===== src/rtl/wpg_pkg.sv =====
package wpg_pkg;

  typedef enum logic [1:0] {
    MODE_FULL    = 2'b00,
    MODE_HALF    = 2'b01,
    MODE_QUARTER = 2'b10,
    MODE_EIGHTH  = 2'b11
  } step_mode_e;

  // Number of sine steps below the saturating code.
  localparam int unsigned SINE_STEPS = 8;

  // sin(k*pi/16) scaled to 256, rounded to nearest; k >= SINE_STEPS saturates.
  function automatic int unsigned sine_256(int unsigned k);
    case (k)
      0:       return 0;
      1:       return 50;
      2:       return 98;
      3:       return 142;
      4:       return 181;
      5:       return 213;
      6:       return 237;
      7:       return 251;
      default: return 256;
    endcase
  endfunction

  // Only modes whose duty pairs are 100/0 or 70.7/70.7 may chop.
  function automatic logic chop_permitted(step_mode_e m);
    return (m == MODE_FULL) || (m == MODE_HALF);
  endfunction

endpackage


===== src/rtl/wpg_window_ctr.sv =====
module wpg_window_ctr #(
  parameter int CNT_W = 8
) (
  input  logic             clk,
  input  logic             rst,
  output logic [CNT_W-1:0] cnt_o,
  output logic             wrap_o
);

  localparam logic [CNT_W-1:0] LAST = {CNT_W{1'b1}};

  logic [CNT_W-1:0] cnt_q;

  always_ff @(posedge clk) begin
    if (rst) cnt_q <= '0;
    else     cnt_q <= cnt_q + 1'b1;
  end

  assign cnt_o  = cnt_q;
  assign wrap_o = (cnt_q == LAST);

endmodule


===== src/rtl/wpg_sense_sync.sv =====
module wpg_sense_sync #(
  parameter int STAGES = 2
) (
  input  logic clk,
  input  logic rst,
  input  logic d_i,
  output logic q_o
);

  logic [STAGES-1:0] sh_q;

  always_ff @(posedge clk) begin
    if (rst) begin
      sh_q <= '0;
    end else begin
      sh_q[0] <= d_i;
      for (int k = 1; k < STAGES; k++) sh_q[k] <= sh_q[k-1];
    end
  end

  assign q_o = sh_q[STAGES-1];

endmodule


===== src/rtl/wpg_winding_chan.sv =====
module wpg_winding_chan
  import wpg_pkg::*;
#(
  parameter int CNT_W  = 8,
  parameter int CODE_W = 4,
  localparam int ON_W  = CNT_W + 1
) (
  input  logic              clk,
  input  logic              rst,
  input  logic [CNT_W-1:0]  cnt_i,
  input  logic              wrap_i,
  input  logic [CODE_W-1:0] code_i,
  input  logic              chop_en_i,
  input  logic              sense_i,
  output logic              inh_n_o,
  output logic [ON_W-1:0]   on_cyc_o,
  output logic              chop_o
);

  localparam int unsigned WIN = 1 << CNT_W;

  // Conducting cycles for a duty code, scaled from the 256-step sine profile.
  function automatic logic [ON_W-1:0] code_to_on(logic [CODE_W-1:0] c);
    int unsigned s;
    s = sine_256(32'(c));
    return ON_W'((s * WIN + 128) >> 8);
  endfunction

  logic [ON_W-1:0] on_q;
  logic            chop_q;
  logic            cut_now;

  assign cut_now = sense_i & chop_en_i;

  always_ff @(posedge clk) begin
    if (rst)         on_q <= '0;
    else if (wrap_i) on_q <= code_to_on(code_i);
  end

  always_ff @(posedge clk) begin
    if (rst)         chop_q <= 1'b0;
    else if (wrap_i) chop_q <= 1'b0;
    else             chop_q <= chop_q | cut_now;
  end

  assign inh_n_o  = ({1'b0, cnt_i} < on_q) & ~(chop_q | cut_now);
  assign on_cyc_o = on_q;
  assign chop_o   = chop_q;

endmodule


===== src/rtl/winding_pwm_gen.sv =====
module winding_pwm_gen
  import wpg_pkg::*;
#(
  parameter int CNT_W       = 8,
  parameter int CODE_W      = 4,
  parameter int SYNC_STAGES = 2
) (
  input  logic              clk,
  input  logic              rst,
  input  logic [1:0]        step_mode_i,
  input  logic [CODE_W-1:0] duty_code_a_i,
  input  logic [CODE_W-1:0] duty_code_b_i,
  input  logic              sense_a_i,
  input  logic              sense_b_i,
  output logic              inh_a_n_o,
  output logic              inh_b_n_o
);

  localparam int N_WIND = 2;
  localparam int ON_W   = CNT_W + 1;

  logic [CNT_W-1:0]  win_cnt;
  logic              win_wrap;
  logic              chop_en_q;
  logic [N_WIND-1:0] sense_raw;
  logic [N_WIND-1:0] sense_sync;
  logic [N_WIND-1:0] chop_q;
  logic [N_WIND-1:0] inh_n;
  logic [CODE_W-1:0] code_arr [N_WIND];
  logic [ON_W-1:0]   on_cyc_q [N_WIND];

  assign sense_raw   = {sense_b_i, sense_a_i};
  assign code_arr[0] = duty_code_a_i;
  assign code_arr[1] = duty_code_b_i;

  wpg_window_ctr #(.CNT_W(CNT_W)) u_ctr (
    .clk    (clk),
    .rst    (rst),
    .cnt_o  (win_cnt),
    .wrap_o (win_wrap)
  );

  // Chop permission follows the mode sampled at the window boundary.
  always_ff @(posedge clk) begin
    if (rst)           chop_en_q <= 1'b0;
    else if (win_wrap) chop_en_q <= chop_permitted(step_mode_e'(step_mode_i));
  end

  for (genvar g = 0; g < N_WIND; g++) begin : g_wind
    wpg_sense_sync #(.STAGES(SYNC_STAGES)) u_sync (
      .clk (clk),
      .rst (rst),
      .d_i (sense_raw[g]),
      .q_o (sense_sync[g])
    );

    wpg_winding_chan #(.CNT_W(CNT_W), .CODE_W(CODE_W)) u_chan (
      .clk       (clk),
      .rst       (rst),
      .cnt_i     (win_cnt),
      .wrap_i    (win_wrap),
      .code_i    (code_arr[g]),
      .chop_en_i (chop_en_q),
      .sense_i   (sense_sync[g]),
      .inh_n_o   (inh_n[g]),
      .on_cyc_o  (on_cyc_q[g]),
      .chop_o    (chop_q[g])
    );
  end

  assign inh_a_n_o = inh_n[0];
  assign inh_b_n_o = inh_n[1];

endmodule


===== config.mk =====
export PLATFORM = sky130hd
export DESIGN_NAME = winding_pwm_gen
export DESIGN_NICKNAME = d
export VERILOG_FILES = /design/src/rtl/wpg_pkg.sv /design/src/rtl/wpg_window_ctr.sv /design/src/rtl/wpg_sense_sync.sv /design/src/rtl/wpg_winding_chan.sv /design/src/rtl/winding_pwm_gen.sv
export SDC_FILE = /design/constraint.sdc
export NUM_CORES = 1
export LEC_CHECK = 0
export BUFFER_PORTS_ARGS = -buffer_cell sky130_fd_sc_hd__buf_4
export CAP_MARGIN = 20
export CORE_MARGIN = 8
export CORE_UTILIZATION = 59
export CTS_CLUSTER_SIZE = 30
export DETAILED_ROUTE_END_ITERATION = 8
export PLACE_DENSITY = 0.79
export SETUP_SLACK_MARGIN = 0.05
export SLEW_MARGIN = 20
export SYNTH_ARGS = -nofsm -noshare
export SYNTH_HDL_FRONTEND = slang
export SYNTH_SLANG_ARGS = --single-unit

===== constraint.sdc =====
create_clock -name clk -period 2.1 [get_ports clk]
set_input_delay 0.42 -clock clk [delete_from_list [all_inputs] [get_ports clk]]
set_output_delay 0.42 -clock clk [all_outputs]
set_load 0.02 [all_outputs]

==> results.toml, run 1 <==
[worst_setup_path]
critPathMaxStageDelay_ns = 0.36
worstReg2RegStart = "u_ctr.cnt_o[1]$_SDFF_PP0_"
crit_family = "simple AND/OR/NAND/NOR gates"
cp.depth = 7
startpoint_type = "register"
worst_r2r_path_depth = 6
critPathMaxFanout = 3
required_ns = 1.68
worstSetupPathType = "register to primary output"
r2r_end = "g_wind[1].u_chan.on_cyc_o[6]$_SDFFE_PP0P_"
cp_num_buf_inv = 2
slowest_stage = "dfxtp_2"
ff2ff_setup_slack_ns = 0.28
end_kind = "primary output"
arrival_ns = 1.79
critical_path.cell_chain = "buf_6 > ha_4 > nor2b_4 > nand4_1 > nor3_2 > a211oi_2 > buf_4"

[status]
violations = "negative setup slack"
status = "finished with violations"

[synthesis]
synth_cell_types = 27
synth_seq_cells = 33
yosysTopAreaCellShare = 0.357
postSynthAreaPerCell_um2 = 8.27
synthesis.area_mm2 = 0.00185
ys_seq_area_frac = 0.357
synthTopCellsByArea = "dfxtp_1 36%, ha_1 18%, a21oi_1 7.0%"
synth.largest_area_cell = "dfxtp_1"
synth_cells = 224
ys_warn_count = 0
synth_nets = 265

[detailed_routing]
drc = 0
route.met3.wl_um = 176
drt-total-wl_um = 4210
first_pass_iters = 4
drt-met1-wl_um = 1840
antenna_left = 0
routed_via_density = 5.37
wl_per_cell_um = 14.2
num_vias = 1589
topRoutingLayerUsed = "met4"
drtIter0Drc = 140
wl_met2_um = 2060

[clock_tree]
path_clk_slew_ns = 0.11
cts_sinks = 33
cts_tree = "yes"
clockRootBuffer = "clkbuf_4"
clock_latency_ns = 0.34
htree_levels = 2
clock_path_buffers = 2
cts_hold_buf = 0
numCtsBuffers = 5

[floorplan]
die_x_um = 72.0
initial_core_util = 0.612
core_mm2 = 0.00303
dieArea_mm2 = 0.00519
top_level_ports = 16
core.rowCount = 20
dieHeight_um = 72.0

[timing]
finalCritPeriodShare = 1.05
fin_setup_tns_ns = -0.191
fin_ws_ns = -0.105
max_freq_ghz = 0.453
rsz0062_at_grt = "yes"
final_max_slew_viol_count = 0
hold_viol = 0
fin_crit_ns = 2.21
tightestPinTransition_ns = 0.343
setup_viol = 2
slew-limit-headroom = 0.771
fin_skew_ns = 0.00458

[worst_hold_path]
min_from = "step_mode_i[1]"
min_path_type = "primary input to register"
min_to = "chop_en_q$_SDFFE_PP0P_"
min_path_cells = 2

[placement]
gp_congestion = 0.749
dp_slack_ns = 0.134
port-buffer-count = 14
dp.final_hpwl_um = 2560

[layout]
antenna_cells_inserted = 0
drive_gt1_frac = 0.290
fill_cells = 199
final_nets = 292
final_common_cell = "nand2_1"
mostFrequentLayoutCells = "30 x nand2_1, 28 x buf_4, 25 x a21oi_1"
final_util = 0.780
syn_to_final_growth_pct = 27.5

[global_route]
antenna_found_initial = 0
grt_pass1_vias = 1590
track_usage = 0.176
grt_pass1_wl_um = 7090
grt_overflow = 0
grt_max_degree = 34

[power]
cellPowerDensity_mw_per_mm2 = 596
leakagePower_uw = 0.000916
ir_drop_uv = 439

[job]
drv_cap = 0
-- state kept, by name, indices dropped and copies added, names as in the netlist --
signal	flops
chop_en_q	1
g_wind.u_chan.chop_o	2
g_wind.u_chan.on_cyc_o	18
g_wind.u_sync.sh_q	4
u_ctr.cnt_o	8
-- metrics by stage --
step                hold slack [ns]  total power [µW]  instance area (µm²)  cells
floorplan                     0.414               733                 1860    224
global placement              0.420               788                 2040    282
detailed placement            0.426               791                 2040    282
CTS                           0.231              1400                 2340    294
global route                  0.217              1450                 2360    296
finish                        0.242              1410                 2360    296
-- report_power, final --
part / internal, µW / switching, µW / leakage [µW]
clock network: 368 / 230 / 0.0000552
registers: 634 / 7.70 / 0.000273
logic: 82.7 / 85.1 / 0.000588
total: 1080 / 323 / 0.000916
-- repair_timing --
| item | CTS | global route |
|---|---|---|
| endpoints found under the setup margin | 2 | 5 |
| buffers inserted | 4 | 2 |
| cloned | 0 | 0 |
| pin swaps | 10 | 2 |
| resized for setup | 40 | 2 |
-- cells by family (layout without fill, tap and decap cells) --
kind of cell | count (synthesis) | in the layout | synth area share
buffers and inverters | 32 | 60 | 0.0730
XOR/XNOR | 4 | 4 | 0.0189
AND/OR/NAND/NOR | 80 | 80 | 0.209
flip-flops | 33 | 33 | 0.357
adder cells (fa/ha/maj) | 27 | 27 | 0.182
AO/OA/AOI/OAI | 43 | 43 | 0.133
multiplexers | 5 | 5 | 0.0270
-- worst max path at each step --
| stage | from | endpoint | slack (ns) |
|---|---|---|---|
| final | u_ctr.cnt_o[7]$_SDFF_PP0_ | inh_b_n_o | -0.11 |
| after global routing | g_wind[0].u_chan.on_cyc_o[5]$_SDFFE_PP0P_ | inh_a_n_o | -0.16 |
| after CTS | g_wind[0].u_chan.on_cyc_o[5]$_SDFFE_PP0P_ | inh_a_n_o | -0.07 |
| after detailed placement | g_wind[0].u_chan.on_cyc_o[7]$_SDFFE_PP0P_ | inh_a_n_o | 0.13 |
| after global placement | g_wind[0].u_chan.on_cyc_o[7]$_SDFFE_PP0P_ | inh_a_n_o | 0.17 |
| after floorplan | u_ctr.cnt_o[1]$_SDFF_PP0_ | inh_b_n_o | 0.11 |
-- Yosys cell counts --
master and instances:
or3_1 11, a2111oi_0 2, inv_1 23, a211oi_1 7
nand2b_1 1, dfxtp_1 33, ha_1 27, nand3b_1 2
clkbuf_1 7, nand4_1 2, or2_1 1, a221oi_1 1
buf_6 2, nor3_1 5, nor3b_1 1, o21ai_0 6
nand3_1 3, nand2_1 30, xnor2_1 2, nand3_2 1
a21oi_1 26, mux2i_1 5, and4b_1 1, o21a_1 1
xor2_1 2, nor2b_1 6, nor2_1 16
-- worst reg2reg max path: stages (launching register included) --
cell,delay (ns)
dfxtp_2,0.37
buf_4,0.13
ha_1,0.20
nand3_2,0.15
or2_4,0.35
or3_1,0.39
a21oi_1,0.17
-- layer usage --
metal,vias up,GRT usage
li1,807,-
met3,14,0.0372
met4,0,0.113
met2,37,0.298
met1,731,0.196
met5,-,0
-- layout make-up --
| cell class | instances | area [µm²] | share of cell area |
|---|---|---|---|
| Tap cell | 44 | 55.1 | 0.0233 |
| Multi-Input combinational cell | 159 | 1220 | 0.516 |
| Clock buffer | 5 | 37.5 | 0.0159 |
| Inverter | 23 | 86.3 | 0.0366 |
| Sequential cell | 33 | 678 | 0.287 |
| Timing Repair Buffer | 29 | 221 | 0.0938 |
| Clock inverter | 3 | 65.1 | 0.0276 |
No activity file was read; power rests on OpenSTA's default activity.
==> inputs of run 2 (changes only) <==
--- a/config.mk
+++ b/config.mk
@@ -11,7 +11,7 @@
 export CORE_UTILIZATION = 59
 export CTS_CLUSTER_SIZE = 30
 export DETAILED_ROUTE_END_ITERATION = 8
-export PLACE_DENSITY = 0.79
+export PLACE_DENSITY_LB_ADDON = 0.2
 export SETUP_SLACK_MARGIN = 0.05
 export SLEW_MARGIN = 20
 export SYNTH_ARGS = -nofsm -noshare
==> run 2 against run 1 <==
The run still ends with negative setup slack left. Die area is the same. Highest routed layer unchanged. Non-clock buffer count shrank 5. Critical endpoint unchanged. Routed wire length shrank 6.1%. Final area shrank 4.7%. Cell count shrank 1.7%. Power shrank 17%. Sequential share of layout area grew 1.4 points. Setup slack lost 0.020 ns. Hold slack gained 0.011 ns. Via count shrank 1.6%. Clock skew shrank 0.0013 ns. First-iteration DRC count shrank 28%.
==> results.toml, run 2 (synthesized netlist as in run 1, its figures left out) <==
[worst_setup_path]
startpoint_type = "register"
critical_path.cell_chain = "buf_4 > ha_1 > nor2b_4 > nand4_1 > nor3_2 > a211oi_2 > buf_4"
required_ns = 1.68
critPathMaxFanout = 3
slowest_stage = "dfxtp_2"
worstReg2RegStart = "u_ctr.cnt_o[1]$_SDFF_PP0_"
worstSetupStartpoint = "u_ctr.cnt_o[7]$_SDFF_PP0_"
crit_family = "simple AND/OR/NAND/NOR gates"
cp_num_buf_inv = 2
cpMostUsedCell = "buf_4"
worstSetupPathType = "register to primary output"
arrival_ns = 1.81
critPathMaxStageDelay_ns = 0.35
end_kind = "primary output"

[timing]
max_freq_ghz = 0.449
finalCritPeriodShare = 1.06
fin_ws_ns = -0.126
final_max_slew_viol_count = 0
hold_viol = 0
tightestPinTransition_ns = 0.341
fin_crit_ns = 2.23
whs_ns = 0.252
setup_viol = 2
fin_setup_tns_ns = -0.236
rsz0062_at_grt = "yes"
fin_skew_ns = 0.00324
slew-limit-headroom = 0.772

[detailed_routing]
antenna_left = 0
num_vias = 1563
wl_met2_um = 1890
route.met3.wl_um = 166
drt-met1-wl_um = 1810
drtIter0Drc = 101
wl_per_cell_um = 13.6
routed_via_density = 5.37
drc = 0
first_pass_iters = 7
topRoutingLayerUsed = "met4"
drt-total-wl_um = 3950

[clock_tree]
cts_tree = "yes"
numCtsBuffers = 5
clock_latency_ns = 0.34
htree_levels = 2
cts_setup_buffers = 0
clockRootBuffer = "clkbuf_4"
clock_path_buffers = 2
cts_hold_buf = 0
path_clk_slew_ns = 0.10
cts_sinks = 33

[placement]
gp_congestion = 0.819
port-buffer-count = 14
placed_area_mm2 = 0.00204
dp.final_hpwl_um = 2570
dp_slack_ns = 0.121

[floorplan]
dieHeight_um = 72.0
top_level_ports = 16
core_mm2 = 0.00303
dieArea_mm2 = 0.00519
core.rowCount = 20
die_x_um = 72.0
initial_core_util = 0.612

[layout]
largest_reg_flops = 18
final_nets = 287
fill_cells = 234
mostFrequentLayoutCells = "30 x nand2_1, 26 x a21oi_1, 23 x buf_4"
fin_area_mm2 = 0.00225
syn_to_final_growth_pct = 21.5
final_common_cell = "nand2_1"
drive_gt1_frac = 0.259
antenna_cells_inserted = 0

[worst_hold_path]
min_path_type = "primary input to register"
min_from = "step_mode_i[1]"

[power]
cellPowerDensity_mw_per_mm2 = 517
ir_drop_uv = 305
p_total_uw = 1160
leakagePower_uw = 0.000860

[global_route]
antenna_found_initial = 0
grt_pass1_vias = 1480
grt_overflow = 0
grt_max_degree = 34
track_usage = 0.152
grt_pass1_wl_um = 6440

[status]
violations = "negative setup slack"
status = "finished with violations"

[job]
drv_cap = 0
==> run 2: cell count changes in the layout (fill, tap and decap cells not counted), sizes merged <==
cell / delta
buf: -5
bufinv: -2
clkinv: +1
clkinvlp: +1
==> run 2: metal layers <==
layer  GRT usage  vias to the layer above
li1            -                      800
met1       0.181                      715
met2       0.257                       38
met3      0.0262                       10
met4      0.0748                        0
met5           0                        -
==> run 2: where the power goes <==
part           leakage, µW  total, µW  switching, µW  internal (µW)
sequential        0.000273        644           9.04            635
combinational     0.000557        167           83.6           83.3
clock            0.0000310        352            226            126
total             0.000860       1160            318            844
==> run 2: area by class of cell <==
cell class / count / area [µm²] / area share
multi-input combinational: 159 / 1190 / 0.530
clock inverter: 3 / 17.5 / 0.00779
clock buffer: 5 / 37.5 / 0.0167
sequential: 33 / 677 / 0.301
timing repair buffer: 24 / 184 / 0.0818
tap: 44 / 55.1 / 0.0245
inverter: 23 / 86.3 / 0.0384
==> run 2: worst paths after layout <==
path                                                to  slack, ns  cells past startpoint
max                                          inh_b_n_o      -0.13                      7
min                             chop_en_q$_SDFFE_PP0P_       0.25                      2
max reg2reg  g_wind[0].u_chan.on_cyc_o[6]$_SDFFE_PP0P_       0.19                      6
min reg2reg        g_wind[1].u_sync.sh_q[1]$_SDFF_PP0_       0.44                      1
==> run 2: timing repair <==
| item | 4_1_cts | 5_1_grt |
|---|---|---|
| resized for setup | 25 | 13 |
| setup endpoints to repair | 2 | 11 |
| pin swaps | 8 | 5 |
| hold endpoints to repair | 0 | 0 |
==> run 2: worst reg2reg max path: stages (launching register included) <==
cell and delay (ns):
dfxtp_4 0.39, buf_6 0.11, ha_1 0.19, nand3_2 0.15
or2_2 0.47, or3_1 0.40, a21oi_1 0.14
==> run 2: metrics by stage <==
step	util	instances
final	0.743	291
after detailed placement	0.675	283
after CTS	0.728	291
after floorplan	-	224
after global placement	0.675	283
after global routing	0.743	291
==> inputs of run 3 (changes only) <==
--- a/config.mk
+++ b/config.mk
@@ -7,7 +7,6 @@
 export LEC_CHECK = 0
 export BUFFER_PORTS_ARGS = -buffer_cell sky130_fd_sc_hd__buf_4
 export CAP_MARGIN = 20
-export CORE_MARGIN = 8
 export CORE_UTILIZATION = 59
 export CTS_CLUSTER_SIZE = 30
 export DETAILED_ROUTE_END_ITERATION = 8
==> run 3 against run 2 <==
The run still ends with negative setup slack left. Cell count fell by 4.8%. Count of clock-buffer cells in the layout rose by 1. Global-route usage rose by 9.7 points. Flip-flop and latch count did not move. Via count rose by 1.2%. Routed wire length rose by 1.5%. Setup slack improved by 0.020 ns. Power fell by 1.0%. Combinational power barely moved.
==> results.toml, run 3 (synthesized netlist as in run 1, its figures left out) <==
[timing]
max_freq_ghz = 0.453
tightestPinTransition_ns = 0.329
fin_skew_ns = 0.0115
slew-limit-headroom = 0.781
hold_viol = 0
setup_viol = 2
finalCritPeriodShare = 1.05
rsz0062_at_grt = "yes"
final_max_slew_viol_count = 0
whs_ns = 0.244
fin_ws_ns = -0.106
fin_crit_ns = 2.21

[floorplan]
top_level_ports = 16
core.rowCount = 19
core_mm2 = 0.00285
dieArea_mm2 = 0.00337
die_x_um = 58.0
dieHeight_um = 58.0
initial_core_util = 0.649

[worst_setup_path]
worstSetupPathType = "register to primary output"
required_ns = 1.68
critPathMaxFanout = 3
startpoint_type = "register"
crit_family = "simple AND/OR/NAND/NOR gates"
end_kind = "primary output"
cp_num_buf_inv = 2
critPathMaxStageDelay_ns = 0.36
slowest_stage = "dfxtp_2"
arrival_ns = 1.79
critical_path.cell_chain = "buf_6 > ha_1 > nor2b_4 > nand4_1 > nor3_2 > a211oi_2 > buf_4"

[detailed_routing]
first_pass_iters = 5
routed_via_density = 5.71
drtIter0Drc = 70
drt-total-wl_um = 4010
num_vias = 1581
antenna_left = 0
wl_per_cell_um = 14.5
drc = 0

[global_route]
grt_pass1_wl_um = 6350
grt_pass1_vias = 1489
grt_max_degree = 34
grt_overflow = 0
antenna_found_initial = 0
track_usage = 0.249

[layout]
largest_reg_flops = 18
drive_gt1_frac = 0.248
final_common_cell = "nand2_1"
fin_cells = 277
antenna_cells_inserted = 0
final_util = 0.781
syn_to_final_growth_pct = 20.3
mostFrequentLayoutCells = "30 x nand2_1, 25 x a21oi_1, 23 x dfxtp_1"
final_nets = 286

[placement]
gp_congestion = 0.782
port-buffer-count = 14
placed_cells = 266
dp_slack_ns = 0.130
dp.final_hpwl_um = 2730

[power]
ir_drop_uv = 358
cellPowerDensity_mw_per_mm2 = 517
leakagePower_uw = 0.000861

[clock_tree]
cts_hold_buf = 0
clockRootBuffer = "clkbuf_4"
cts_sinks = 33
clock_latency_ns = 0.34
clock_path_buffers = 2
numCtsBuffers = 5
path_clk_slew_ns = 0.10
htree_levels = 2
cts_tree = "yes"

[job]
drv_cap = 0

[status]
status = "finished with violations"
violations = "negative setup slack"

[worst_hold_path]
min_path_type = "primary input to register"
[run 3: changes by cell type in the layout (fill, tap and decap cells not counted), sizes merged]
cell / change
clkbuf: +1
buf: -1
clkinvlp: -1
[run 3: path summary, 6_finish.rpt]
| check | start | to | slack, ns | depth (start not counted) |
|---|---|---|---|---|
| setup / recovery | u_ctr.cnt_o[7]$_SDFF_PP0_ | inh_b_n_o | -0.11 | 7 |
| setup reg to reg | u_ctr.cnt_o[1]$_SDFF_PP0_ | g_wind[1].u_chan.on_cyc_o[6]$_SDFFE_PP0P_ | 0.06 | 6 |
| hold reg to reg | g_wind[1].u_sync.sh_q[0]$_SDFF_PP0_ | g_wind[1].u_sync.sh_q[1]$_SDFF_PP0_ | 0.44 | 1 |
| hold / removal | step_mode_i[1] | chop_en_q$_SDFFE_PP0P_ | 0.24 | 2 |
[run 3: layout make-up]
type	count	area, µm²
Timing Repair Buffer	23	176
Clock buffer	6	41.3
Fill cell	194	626
Clock inverter	2	10.0
Inverter	23	86.3
Tap cell	31	38.8
Multi-Input combinational cell	159	1200
Sequential cell	33	676
[run 3: repair_timing]
action                                  in CTS  in global routing
resized for setup                           19                 19
endpoints found under the setup margin       2                  3
pin swaps                                    7                  9
buffers inserted                             1                  2
[run 3: metal layers]
metal,share of wire,up-vias,GRT usage
met5,0,-,0
met4,0.013,0,0.0816
met3,0.045,6,0.0670
met2,0.51,45,0.442
met1,0.43,733,0.290
li1,-,797,-
[run 3: through the flow]
step	setup TNS (ns)	cell area (µm²)	power, µW
after floorplan	0	1860	733
after global placement	0	2000	781
after detailed placement	0	2000	788
after CTS	-0.200	2120	1130
after global routing	-0.447	2230	1200
final	-0.211	2230	1150
[run 3: report_power, final]
part / leakage [µW] / total [µW] / internal [µW] / switching [µW]
Clock: 0.0000320 / 339 / 127 / 211
Sequential: 0.000272 / 642 / 634 / 7.30
Combinational: 0.000557 / 170 / 82.8 / 87.3
[run 3: worst register-to-register path: stages (launching register included)]
cell     delay, ns
dfxtp_4       0.37
buf_4         0.13
ha_1          0.22
nand3_2       0.15
or2_2         0.47
or3_1         0.43
a21oi_1       0.19
